--- src/rtl/adcbank_pkg.sv ---
package adcbank_pkg;

    // Word offsets on the register port
    localparam int unsigned OFS_CTRL      = 0;
    localparam int unsigned OFS_STATUS    = 1;
    localparam int unsigned OFS_IEN       = 2;
    localparam int unsigned OFS_LAST      = 3;
    localparam int unsigned OFS_CHAN_BASE = 16;

    // Bit of the control word that launches a conversion
    localparam int unsigned START_BIT = 0;

    typedef enum logic [2:0] {
        REG_NONE,
        REG_CTRL,
        REG_STATUS,
        REG_IEN,
        REG_LAST,
        REG_CHAN
    } reg_kind_e;

endpackage

--- src/rtl/adcbank_decode.sv ---
module adcbank_decode
    import adcbank_pkg::*;
#(
    parameter int unsigned NUM_CH = 8,
    parameter int unsigned ADDR_W = 6,
    parameter int unsigned CH_W   = 3
) (
    input  logic              bus_sel,
    input  logic              bus_wr,
    input  logic [ADDR_W-1:0] bus_addr,
    output reg_kind_e         kind,
    output logic [CH_W-1:0]   ch_idx,
    output logic              rd_stb,
    output logic              wr_stb
);

    logic [ADDR_W:0] rel;

    always_comb begin
        rel    = {1'b0, bus_addr} - (ADDR_W+1)'(OFS_CHAN_BASE);
        kind   = REG_NONE;
        ch_idx = '0;
        if (bus_addr == ADDR_W'(OFS_CTRL)) begin
            kind = REG_CTRL;
        end else if (bus_addr == ADDR_W'(OFS_STATUS)) begin
            kind = REG_STATUS;
        end else if (bus_addr == ADDR_W'(OFS_IEN)) begin
            kind = REG_IEN;
        end else if (bus_addr == ADDR_W'(OFS_LAST)) begin
            kind = REG_LAST;
        end else if (bus_addr >= ADDR_W'(OFS_CHAN_BASE) &&
                     rel < (ADDR_W+1)'(NUM_CH)) begin
            kind   = REG_CHAN;
            ch_idx = rel[CH_W-1:0];
        end
        rd_stb = bus_sel && !bus_wr;
        wr_stb = bus_sel && bus_wr;
    end

endmodule

--- src/rtl/adcbank_store.sv ---
module adcbank_store #(
    parameter int unsigned NUM_CH = 8,
    parameter int unsigned DATA_W = 12,
    parameter int unsigned CH_W   = 3
) (
    input  logic                           clk,
    input  logic                           rst_n,
    input  logic                           cap_vld,
    input  logic [CH_W-1:0]                cap_ch,
    input  logic [DATA_W-1:0]              cap_data,
    output logic [NUM_CH-1:0][DATA_W-1:0]  chan_val,
    output logic [DATA_W-1:0]              last_val,
    output logic [CH_W-1:0]                last_ch
);

    typedef struct packed {
        logic [NUM_CH-1:0][DATA_W-1:0] chan;
        logic [DATA_W-1:0]             lval;
        logic [CH_W-1:0]               lch;
    } store_t;

    store_t            st_d, st_q;
    logic [NUM_CH-1:0] we;

    for (genvar i = 0; i < NUM_CH; i++) begin : g_we
        assign we[i] = cap_vld && (cap_ch == CH_W'(i));
    end

    always_comb begin
        st_d = st_q;
        for (int i = 0; i < NUM_CH; i++) begin
            if (we[i]) st_d.chan[i] = cap_data;
        end
        if (cap_vld) begin
            st_d.lval = cap_data;
            st_d.lch  = cap_ch;
        end
    end

    always_ff @(posedge clk) begin
        if (!rst_n) st_q <= '0;
        else        st_q <= st_d;
    end

    assign chan_val = st_q.chan;
    assign last_val = st_q.lval;
    assign last_ch  = st_q.lch;

    p_last_capture_r2: assert property (@(posedge clk) disable iff (!rst_n)
        cap_vld |=> (last_val == $past(cap_data)) && (last_ch == $past(cap_ch)));

    p_chan_capture_r2: assert property (@(posedge clk) disable iff (!rst_n)
        cap_vld |=> chan_val[$past(cap_ch)] == $past(cap_data));

endmodule

--- src/rtl/adcbank_flags.sv ---
module adcbank_flags #(
    parameter int unsigned NUM_CH = 8,
    parameter int unsigned CH_W   = 3
) (
    input  logic              clk,
    input  logic              rst_n,
    input  logic              set_vld,
    input  logic [CH_W-1:0]   set_ch,
    input  logic              clr_ch_stb,
    input  logic [CH_W-1:0]   clr_ch_idx,
    input  logic              clr_last_stb,
    input  logic [CH_W-1:0]   last_ch,
    input  logic              ien_wr,
    input  logic [NUM_CH:0]   ien_wdata,
    output logic [NUM_CH-1:0] eoc,
    output logic              drdy,
    output logic [NUM_CH:0]   ien,
    output logic              dma_req,
    output logic              irq
);

    typedef struct packed {
        logic [NUM_CH-1:0] eoc;
        logic              drdy;
        logic [NUM_CH:0]   ien;
        logic              dma;
    } flag_t;

    flag_t             fl_d, fl_q;
    logic [NUM_CH-1:0] set_vec, clr_vec;

    for (genvar i = 0; i < NUM_CH; i++) begin : g_vec
        assign set_vec[i] = set_vld && (set_ch == CH_W'(i));
        assign clr_vec[i] = (clr_ch_stb   && (clr_ch_idx == CH_W'(i))) ||
                            (clr_last_stb && (last_ch    == CH_W'(i)));
    end

    always_comb begin
        fl_d     = fl_q;
        // a set in the same cycle as a clear leaves the flag set
        fl_d.eoc = (fl_q.eoc & ~clr_vec) | set_vec;
        if (set_vld)           fl_d.drdy = 1'b1;
        else if (clr_last_stb) fl_d.drdy = 1'b0;
        fl_d.dma = fl_d.drdy && !fl_q.drdy;
        if (ien_wr) fl_d.ien = ien_wdata;
    end

    always_ff @(posedge clk) begin
        if (!rst_n) fl_q <= '0;
        else        fl_q <= fl_d;
    end

    assign eoc     = fl_q.eoc;
    assign drdy    = fl_q.drdy;
    assign ien     = fl_q.ien;
    assign dma_req = fl_q.dma;
    assign irq     = |({fl_q.drdy, fl_q.eoc} & fl_q.ien);

    p_dma_rise_r4: assert property (@(posedge clk) disable iff (!rst_n)
        $rose(dma_req) |-> drdy && !$past(drdy));

    p_dma_single_r4: assert property (@(posedge clk) disable iff (!rst_n)
        dma_req |=> !dma_req);

    p_set_wins_r7: assert property (@(posedge clk) disable iff (!rst_n)
        set_vld |=> drdy && eoc[$past(set_ch)]);

    p_drdy_clear_r6: assert property (@(posedge clk) disable iff (!rst_n)
        (clr_last_stb && !set_vld) |=> !drdy);

endmodule

--- src/rtl/adc_result_bank.sv ---
module adc_result_bank
    import adcbank_pkg::*;
#(
    parameter int unsigned NUM_CH = 8,
    parameter int unsigned DATA_W = 12,
    parameter int unsigned ADDR_W = 6,
    parameter int unsigned BUS_W  = 32,
    localparam int unsigned CH_W  = (NUM_CH > 1) ? $clog2(NUM_CH) : 1
) (
    input  logic              clk,
    input  logic              rst_n,
    input  logic              conv_valid,
    input  logic [CH_W-1:0]   conv_ch,
    input  logic [DATA_W-1:0] conv_data,
    input  logic              bus_sel,
    input  logic              bus_wr,
    input  logic [ADDR_W-1:0] bus_addr,
    input  logic [BUS_W-1:0]  bus_wdata,
    output logic [BUS_W-1:0]  bus_rdata,
    output logic              start_pulse,
    output logic              dma_req,
    output logic              irq
);

    typedef struct packed {
        logic [BUS_W-1:0] rdata;
        logic             start;
    } top_t;

    top_t                          tp_d, tp_q;
    reg_kind_e                     kind;
    logic [CH_W-1:0]               ch_idx;
    logic                          rd_stb, wr_stb;
    logic                          cap_vld;
    logic [NUM_CH-1:0][DATA_W-1:0] chan_val;
    logic [DATA_W-1:0]             last_val;
    logic [CH_W-1:0]               last_ch;
    logic [NUM_CH-1:0]             eoc;
    logic                          drdy;
    logic [NUM_CH:0]               ien;
    logic                          unused_wdata_hi;

    assign unused_wdata_hi = ^bus_wdata[BUS_W-1:NUM_CH+1];

    // Channel numbers past NUM_CH exist only when NUM_CH is not a power of two
    if (NUM_CH == (1 << CH_W)) begin : g_full_range
        assign cap_vld = conv_valid;
    end else begin : g_part_range
        assign cap_vld = conv_valid && (conv_ch < CH_W'(NUM_CH));
    end

    adcbank_decode #(
        .NUM_CH (NUM_CH),
        .ADDR_W (ADDR_W),
        .CH_W   (CH_W)
    ) u_decode (
        .bus_sel  (bus_sel),
        .bus_wr   (bus_wr),
        .bus_addr (bus_addr),
        .kind     (kind),
        .ch_idx   (ch_idx),
        .rd_stb   (rd_stb),
        .wr_stb   (wr_stb)
    );

    adcbank_store #(
        .NUM_CH (NUM_CH),
        .DATA_W (DATA_W),
        .CH_W   (CH_W)
    ) u_store (
        .clk      (clk),
        .rst_n    (rst_n),
        .cap_vld  (cap_vld),
        .cap_ch   (conv_ch),
        .cap_data (conv_data),
        .chan_val (chan_val),
        .last_val (last_val),
        .last_ch  (last_ch)
    );

    adcbank_flags #(
        .NUM_CH (NUM_CH),
        .CH_W   (CH_W)
    ) u_flags (
        .clk          (clk),
        .rst_n        (rst_n),
        .set_vld      (cap_vld),
        .set_ch       (conv_ch),
        .clr_ch_stb   (rd_stb && kind == REG_CHAN),
        .clr_ch_idx   (ch_idx),
        .clr_last_stb (rd_stb && kind == REG_LAST),
        .last_ch      (last_ch),
        .ien_wr       (wr_stb && kind == REG_IEN),
        .ien_wdata    (bus_wdata[NUM_CH:0]),
        .eoc          (eoc),
        .drdy         (drdy),
        .ien          (ien),
        .dma_req      (dma_req),
        .irq          (irq)
    );

    always_comb begin
        tp_d       = tp_q;
        tp_d.start = wr_stb && (kind == REG_CTRL) && bus_wdata[START_BIT];
        if (rd_stb) begin
            unique case (kind)
                REG_STATUS: tp_d.rdata = BUS_W'({drdy, eoc});
                REG_IEN:    tp_d.rdata = BUS_W'(ien);
                REG_LAST:   tp_d.rdata = BUS_W'({last_ch, last_val});
                REG_CHAN:   tp_d.rdata = BUS_W'(chan_val[ch_idx]);
                default:    tp_d.rdata = '0;
            endcase
        end
    end

    always_ff @(posedge clk) begin
        if (!rst_n) tp_q <= '0;
        else        tp_q <= tp_d;
    end

    assign bus_rdata   = tp_q.rdata;
    assign start_pulse = tp_q.start;

    p_start_cause_r9: assert property (@(posedge clk) disable iff (!rst_n)
        start_pulse |-> $past(bus_sel && bus_wr &&
                              bus_addr == ADDR_W'(OFS_CTRL) && bus_wdata[START_BIT]));

    p_ctrl_reads_zero_r9: assert property (@(posedge clk) disable iff (!rst_n)
        (bus_sel && !bus_wr && bus_addr == ADDR_W'(OFS_CTRL)) |=> bus_rdata == '0);

    p_irq_masked_r8: assert property (@(posedge clk) disable iff (!rst_n)
        (ien == '0) |-> !irq);

    p_status_read_keeps_r10: assert property (@(posedge clk) disable iff (!rst_n)
        (bus_sel && !bus_wr && bus_addr == ADDR_W'(OFS_STATUS)) |=>
            (drdy >= $past(drdy)) && ((eoc & $past(eoc)) == $past(eoc)));

endmodule

--- config.mk ---
export PLATFORM = sky130hd
export DESIGN_NAME = adc_result_bank
export DESIGN_NICKNAME = d
export VERILOG_FILES = /design/src/rtl/adcbank_pkg.sv /design/src/rtl/adcbank_decode.sv /design/src/rtl/adcbank_store.sv /design/src/rtl/adcbank_flags.sv /design/src/rtl/adc_result_bank.sv
export SDC_FILE = /design/constraint.sdc
export NUM_CORES = 1
export LEC_CHECK = 0
export ABC_AREA = 1
export BUFFER_PORTS_ARGS = -buffer_cell sky130_fd_sc_hd__buf_4
export CORE_AREA = 2 2 139 128
export DETAILED_ROUTE_END_ITERATION = 12
export DIE_AREA = 0 0 141 130
export PLACE_DENSITY = 0.6
export SKIP_CTS_REPAIR_TIMING = 1
export SLEW_MARGIN = 20
export SYNTH_ARGS = -nofsm -noshare
export SYNTH_HDL_FRONTEND = slang
export SYNTH_HIERARCHICAL = 1
export SYNTH_SLANG_ARGS = --single-unit
--- constraint.sdc ---
create_clock -name clk -period 2.4 [get_ports clk]
set_input_delay 0.48 -clock clk [delete_from_list [all_inputs] [get_ports clk]]
set_output_delay 0.48 -clock clk [all_outputs]
set_load 0.01 [all_outputs]
==> results of run 1 <==
[cells by family (layout without fill, tap and decap cells)]
kind of cell,after synthesis,in the layout,share of synthesized area
buffers and inverters,214,258,0.126
flip-flops,146,146,0.390
AND/OR/NAND/NOR,755,755,0.419
adder cells (fa/ha/maj),1,1,0.00167
other,1,17,0.000501
AO/OA/AOI/OAI,83,83,0.0620
[layout make-up]
cell class / instances / area, sq um / area share
clock buffers: 23 / 498 / 0.0565
flip-flops and latches: 146 / 2920 / 0.332
repair buffers: 91 / 758 / 0.0861
inverters: 135 / 512 / 0.0581
clock inverters: 9 / 150 / 0.0170
multi-input cells: 856 / 3700 / 0.420
well taps: 216 / 270 / 0.0307
[power groups by stage]
stage | clock [W] | combinational, W | sequential (W)
final | 0.00292 | 0.000640 | 0.00257
after global routing | 0.00306 | 0.000715 | 0.00257
after CTS | 0.00295 | 0.000636 | 0.00257
after detailed placement | 0 | 0.000634 | 0.00262
after global placement | 0 | 0.000630 | 0.00262
after floorplan | 0 | 0.000428 | 0.00261
[worst paths after layout]
kind / slack (ns) / startpoint / endpoint / cells past startpoint
max reg2reg: 1.35 / u_store/chan_val[41]$_SDFFE_PN0P_ / bus_rdata[5]$_SDFFE_PN0P_ / 6
min: 0.27 / bus_wdata[8] / u_flags/ien[8]$_SDFFE_PN0P_ / 3
min reg2reg: 0.47 / bus_rdata[12]$_SDFFE_PN0P_ / bus_rdata[12]$_SDFFE_PN0P_ / 2
max: 0.50 / bus_addr[4] / u_flags/ien[3]$_SDFFE_PN0P_ / 12
[layer usage]
metal,share of wire,vias up
met2,0.44,198
met1,0.49,3284
li1,-,3760
met3,0.060,21
met4,0.012,0
met5,0,-
[sequential cells by signal, summed over array words and instances, names as in the netlist]
signal	count
u_store/chan_val	96
bus_rdata	15
u_store/last_val	12
u_flags/ien	9
u_flags/eoc	8
u_store/last_ch	3
start_pulse	1
u_flags/dma_req	1
u_flags/drdy	1
[per-stage QoR]
step	util	cell area (sq um)	power (W)
6_report	0.515	8810	0.00613
5_1_grt	0.515	8810	0.00635
4_1_cts	0.515	8810	0.00615
3_3_place_gp	0.477	8160	0.00325
3_5_place_dp	0.477	8160	0.00325
2_1_floorplan	-	7550	0.00304
[synthesized netlist by cell type (all sizes together)]
cell type | number | area share
a21oi | 39 | 0.032
buf | 66 | 0.051
clkbuf | 13 | 0.0065
clkinv | 14 | 0.0070
conb | 1 | 0.00050
dfxtp | 146 | 0.39
ha | 1 | 0.0017
inv | 121 | 0.061
nand2 | 313 | 0.16
nand3 | 179 | 0.12
nand4 | 2 | 0.0017
nor2 | 258 | 0.14
nor3 | 3 | 0.0035
o21ai | 44 | 0.030
[critical path, cell delays in order]
cell	delay, ns
buf_4	0.09
inv_1	0.04
ha_1	0.24
nor2_2	0.11
nand3_2	0.15
nand3_1	0.24
nand3_1	0.29
nor2_1	0.17
buf_4	0.20
inv_4	0.07
nor2_1	0.09
nor2_1	0.05
==> results.cfg, run 1 <==
[drt]
totalWireLength_microns = 21700
drc = 0
drt-initial-drc-count = 547
final_antenna_net_count = 0
wire_per_inst_microns = 14.7
vias_per_cell = 4.92
dr.pass1.iters = 5
via_count = 7263

[power]
internal_power_w = 0.00461
seq_power_share = 0.419
p_leak_nw = 3.83
power_frac_comb = 0.104
switching_share = 0.248
irDropWorstVdd_uv = 524
p_clk_frac = 0.477
powerDensity_nw_per_um2 = 696
p_switching_w = 0.00152

[worst_setup_path]
endpoint_kind = flop
worst_ep_required_time_ns = 2.72
critPathKind = input port to flop
arrival_ns = 2.22
start_kind = input port
path_max_fanout = 10

[logic_synthesis]
yosys_warnings = 6
postSynthAreaPerCell_sq_um = 6.24
synth_cells = 1200
seq_area_frac_synth = 0.390
synth-seq-cells = 146
post_synth_num_cell_types = 25
synth_area_sq_um = 7490

[die]
ios = 93
fp.dieW_microns = 141
dieArea_sq_um = 18300
initial_core_util = 0.438
fp-row-count = 46
core_sq_um = 17100
die_height_microns = 130

[timing]
rsz0062_at_grt = no
relSlewSlack = 0.573
layout_setup_ws_ns = 0.496
fin_skew_ns = 0.00722
slew_viol_final = 0
setup_viol = 0
min_period_ns = 1.90
hold_violations = 0
worstMarginPinSlew_ns = 0.641
fin_hold_ws_ns = 0.272
fmax_ghz = 0.525
fin_crit_sh = 0.793
setup-tns-final_ns = 0

[grt]
track_usage = 0.243
met1_usage = 0.354
grt_pass1_vias = 6254
grt_util_met3 = 0.0429
overflow = 0
grt_max_degree = 60
grt_pass1_wl_microns = 34500
top_usage_layer = met2
use_met2 = 0.374
antenna_found_initial = 0

[layout]
drive_above_1_share = 0.129
diodes = 0
instances_no_fill = 1476
final_common_cell = nand2_1
fillers = 1834
areaGrowthSynthToFinish_pct = 17.6
nets = 1306
layout_common_cells = nand2_1 (313), nor2_1 (243), nand3_1 (177), dfxtp_1 (146), inv_1 (111)

[min_path]
hold_class = input port to flop

[place]
hpwl_microns = 14100
place_congestion = 0.849
place_inst = 1444
io_buffers = 52
pre_cts_ws_ns = 0.0467

[clocking]
cts_tree = done
cts.htree.levels = 4
cts_buffers = 17
cts_root_buf = clkbuf_16
cts_sinks = 146
clk_transition_reported_paths_ns = 0.06
clock_path_buffers = 2
clk_latency_ns = 0.43

[job]
drv_cap = 0

[status]
status = finished clean
Note: power is estimated with default switching activity, not from simulation.
==> run 2: changes to the inputs <==
clock period = 1.9 ns   (was 2.4 ns; I/O delays follow)
==> run 2 against run 1 <==
Net effect:
- first-iteration DRC count down 9.9%
- flip-flop and latch count stayed put
- sequential share of layout area fell by 0.79 points
- largest cell class unchanged
==> results.cfg, run 2 (synthesized netlist as in run 1, its figures left out) <==
[drt]
drc = 0
wire_per_inst_microns = 14.8
drt-initial-drc-count = 493
vias_per_cell = 4.98
final_antenna_net_count = 0
totalWireLength_microns = 22100
dr.pass1.iters = 6
via_count = 7417

[timing]
slew_viol_final = 0
fmax_ghz = 0.568
setup_viol = 0
min_period_ns = 1.76
fin_crit_sh = 0.927
hold_violations = 0
relSlewSlack = 0.620
fin_skew_ns = 0.00498
setup-tns-final_ns = 0
layout_setup_ws_ns = 0.139
rsz0062_at_grt = no
worstMarginPinSlew_ns = 0.569

[power]
total_power_w = 0.00760
powerDensity_nw_per_um2 = 843
p_leak_nw = 3.91
irDropWorstVdd_uv = 516

[layout]
layout_common_cells = nand2_1 (312), nor2_1 (242), nand3_1 (176), dfxtp_1 (146), inv_1 (111)
drive_above_1_share = 0.142
largest_register_ffs = 96
diodes = 0
fin_util = 0.528
instances_no_fill = 1488
areaGrowthSynthToFinish_pct = 20.5
nets = 1318
fillers = 1760
final_common_cell = nand2_1

[worst_setup_path]
worst_ep_required_time_ns = 2.21
slowest_delay_ns = 0.27
critPathKind = input port to flop
slowest_stage = nor2_1
arrival_ns = 2.07
path_cells = buf_4 > inv_1 > ha_4 > nor2_2 > nand3_4 > o21ai_2 > nand3_1 > nor2_1 > inv_1 > nor2_2 > nand2_1 > nand3_1 > a21oi_1
critPathTopFamily = simple AND/OR/NAND/NOR gates
worst-path-buf-inv = 3
endpoint_kind = flop
path_max_fanout = 5
start_kind = input port

[clocking]
clock_path_buffers = 2
cts_buffers = 17
clk_latency_ns = 0.42
cts_tree = done
clk_transition_reported_paths_ns = 0.06
cts_sinks = 146
cts_root_buf = clkbuf_16
cts.htree.levels = 4

[die]
ios = 93
fp.dieW_microns = 141
initial_core_util = 0.438
die_height_microns = 130
fp-row-count = 46
core_sq_um = 17100
dieArea_sq_um = 18300

[status]
status = finished clean

[grt]
grt_pass1_wl_microns = 35300
overflow = 0
grt_pass1_vias = 6607
grt_max_degree = 43
antenna_found_initial = 0
track_usage = 0.250

[place]
pre_cts_ws_ns = -0.222
place_inst = 1456
hpwl_microns = 14000
place_congestion = 0.878
io_buffers = 52

[min_path]
hold_class = input port to flop

[job]
drv_cap = 0
## run 2: changes by cell type in the layout (fill, tap and decap cells not counted), moves of 2 or more
cell	change
clkinvlp_4	+2
clkinv_4	+3
clkbuf_8	-2
nand3_4	+2
buf_12	+9
buf_4	+3
## run 2: final cells by class
cell class / count / area [sq um] / area share
clock buffers: 20 / 467 / 0.0517
clock inverters: 12 / 156 / 0.0173
flip-flops and latches: 146 / 2920 / 0.324
well taps: 216 / 270 / 0.0300
multi-input cells: 856 / 3730 / 0.414
inverters: 135 / 512 / 0.0567
repair buffers: 103 / 961 / 0.107
## run 2: stage by stage
stage | hold WS (ns) | area (sq um)
2_1_floorplan | 0.449 | 7590
3_3_place_gp | 0.461 | 8400
3_5_place_dp | 0.465 | 8400
4_1_cts | 0.171 | 9020
5_1_grt | 0.172 | 9020
6_report | 0.180 | 9020
## run 2: where the power goes
| part | total, W | internal, W | switching [W] | leakage (nW) |
|---|---|---|---|---|
| combinational | 0.000852 | 0.000317 | 0.000535 | 2.43 |
| clock | 0.00351 | 0.00217 | 0.00134 | 0.294 |
| sequential | 0.00324 | 0.00318 | 0.0000682 | 1.19 |
## run 2: worst paths after layout
path / start / to / slack (ns) / cells after the start
worst max-delay path: bus_addr[4] / u_flags/eoc[0]$_SDFF_PN0_ / 0.14 / 13
worst min-delay path: bus_wdata[1] / u_flags/ien[1]$_SDFFE_PN0P_ / 0.18 / 3
worst max register to register: u_store/chan_val[92]$_SDFFE_PN0P_ / bus_rdata[8]$_SDFFE_PN0P_ / 0.93 / 6
worst min register to register: bus_rdata[14]$_SDFFE_PN0P_ / bus_rdata[14]$_SDFFE_PN0P_ / 0.47 / 2
## run 2: metal layers
| metal | up-vias | share of wire | GRT usage |
|---|---|---|---|
| met4 | 0 | 0.021 | 0.0806 |
| met5 | - | 0 | 0 |
| met2 | 207 | 0.45 | 0.393 |
| met3 | 38 | 0.061 | 0.0536 |
| met1 | 3379 | 0.47 | 0.344 |
| li1 | 3793 | - | - |
## run 2: tightest hold or removal path, cell delays in order
cell,delay (ns)
buf_4,0.08
nor2_1,0.03
nor2_1,0.08
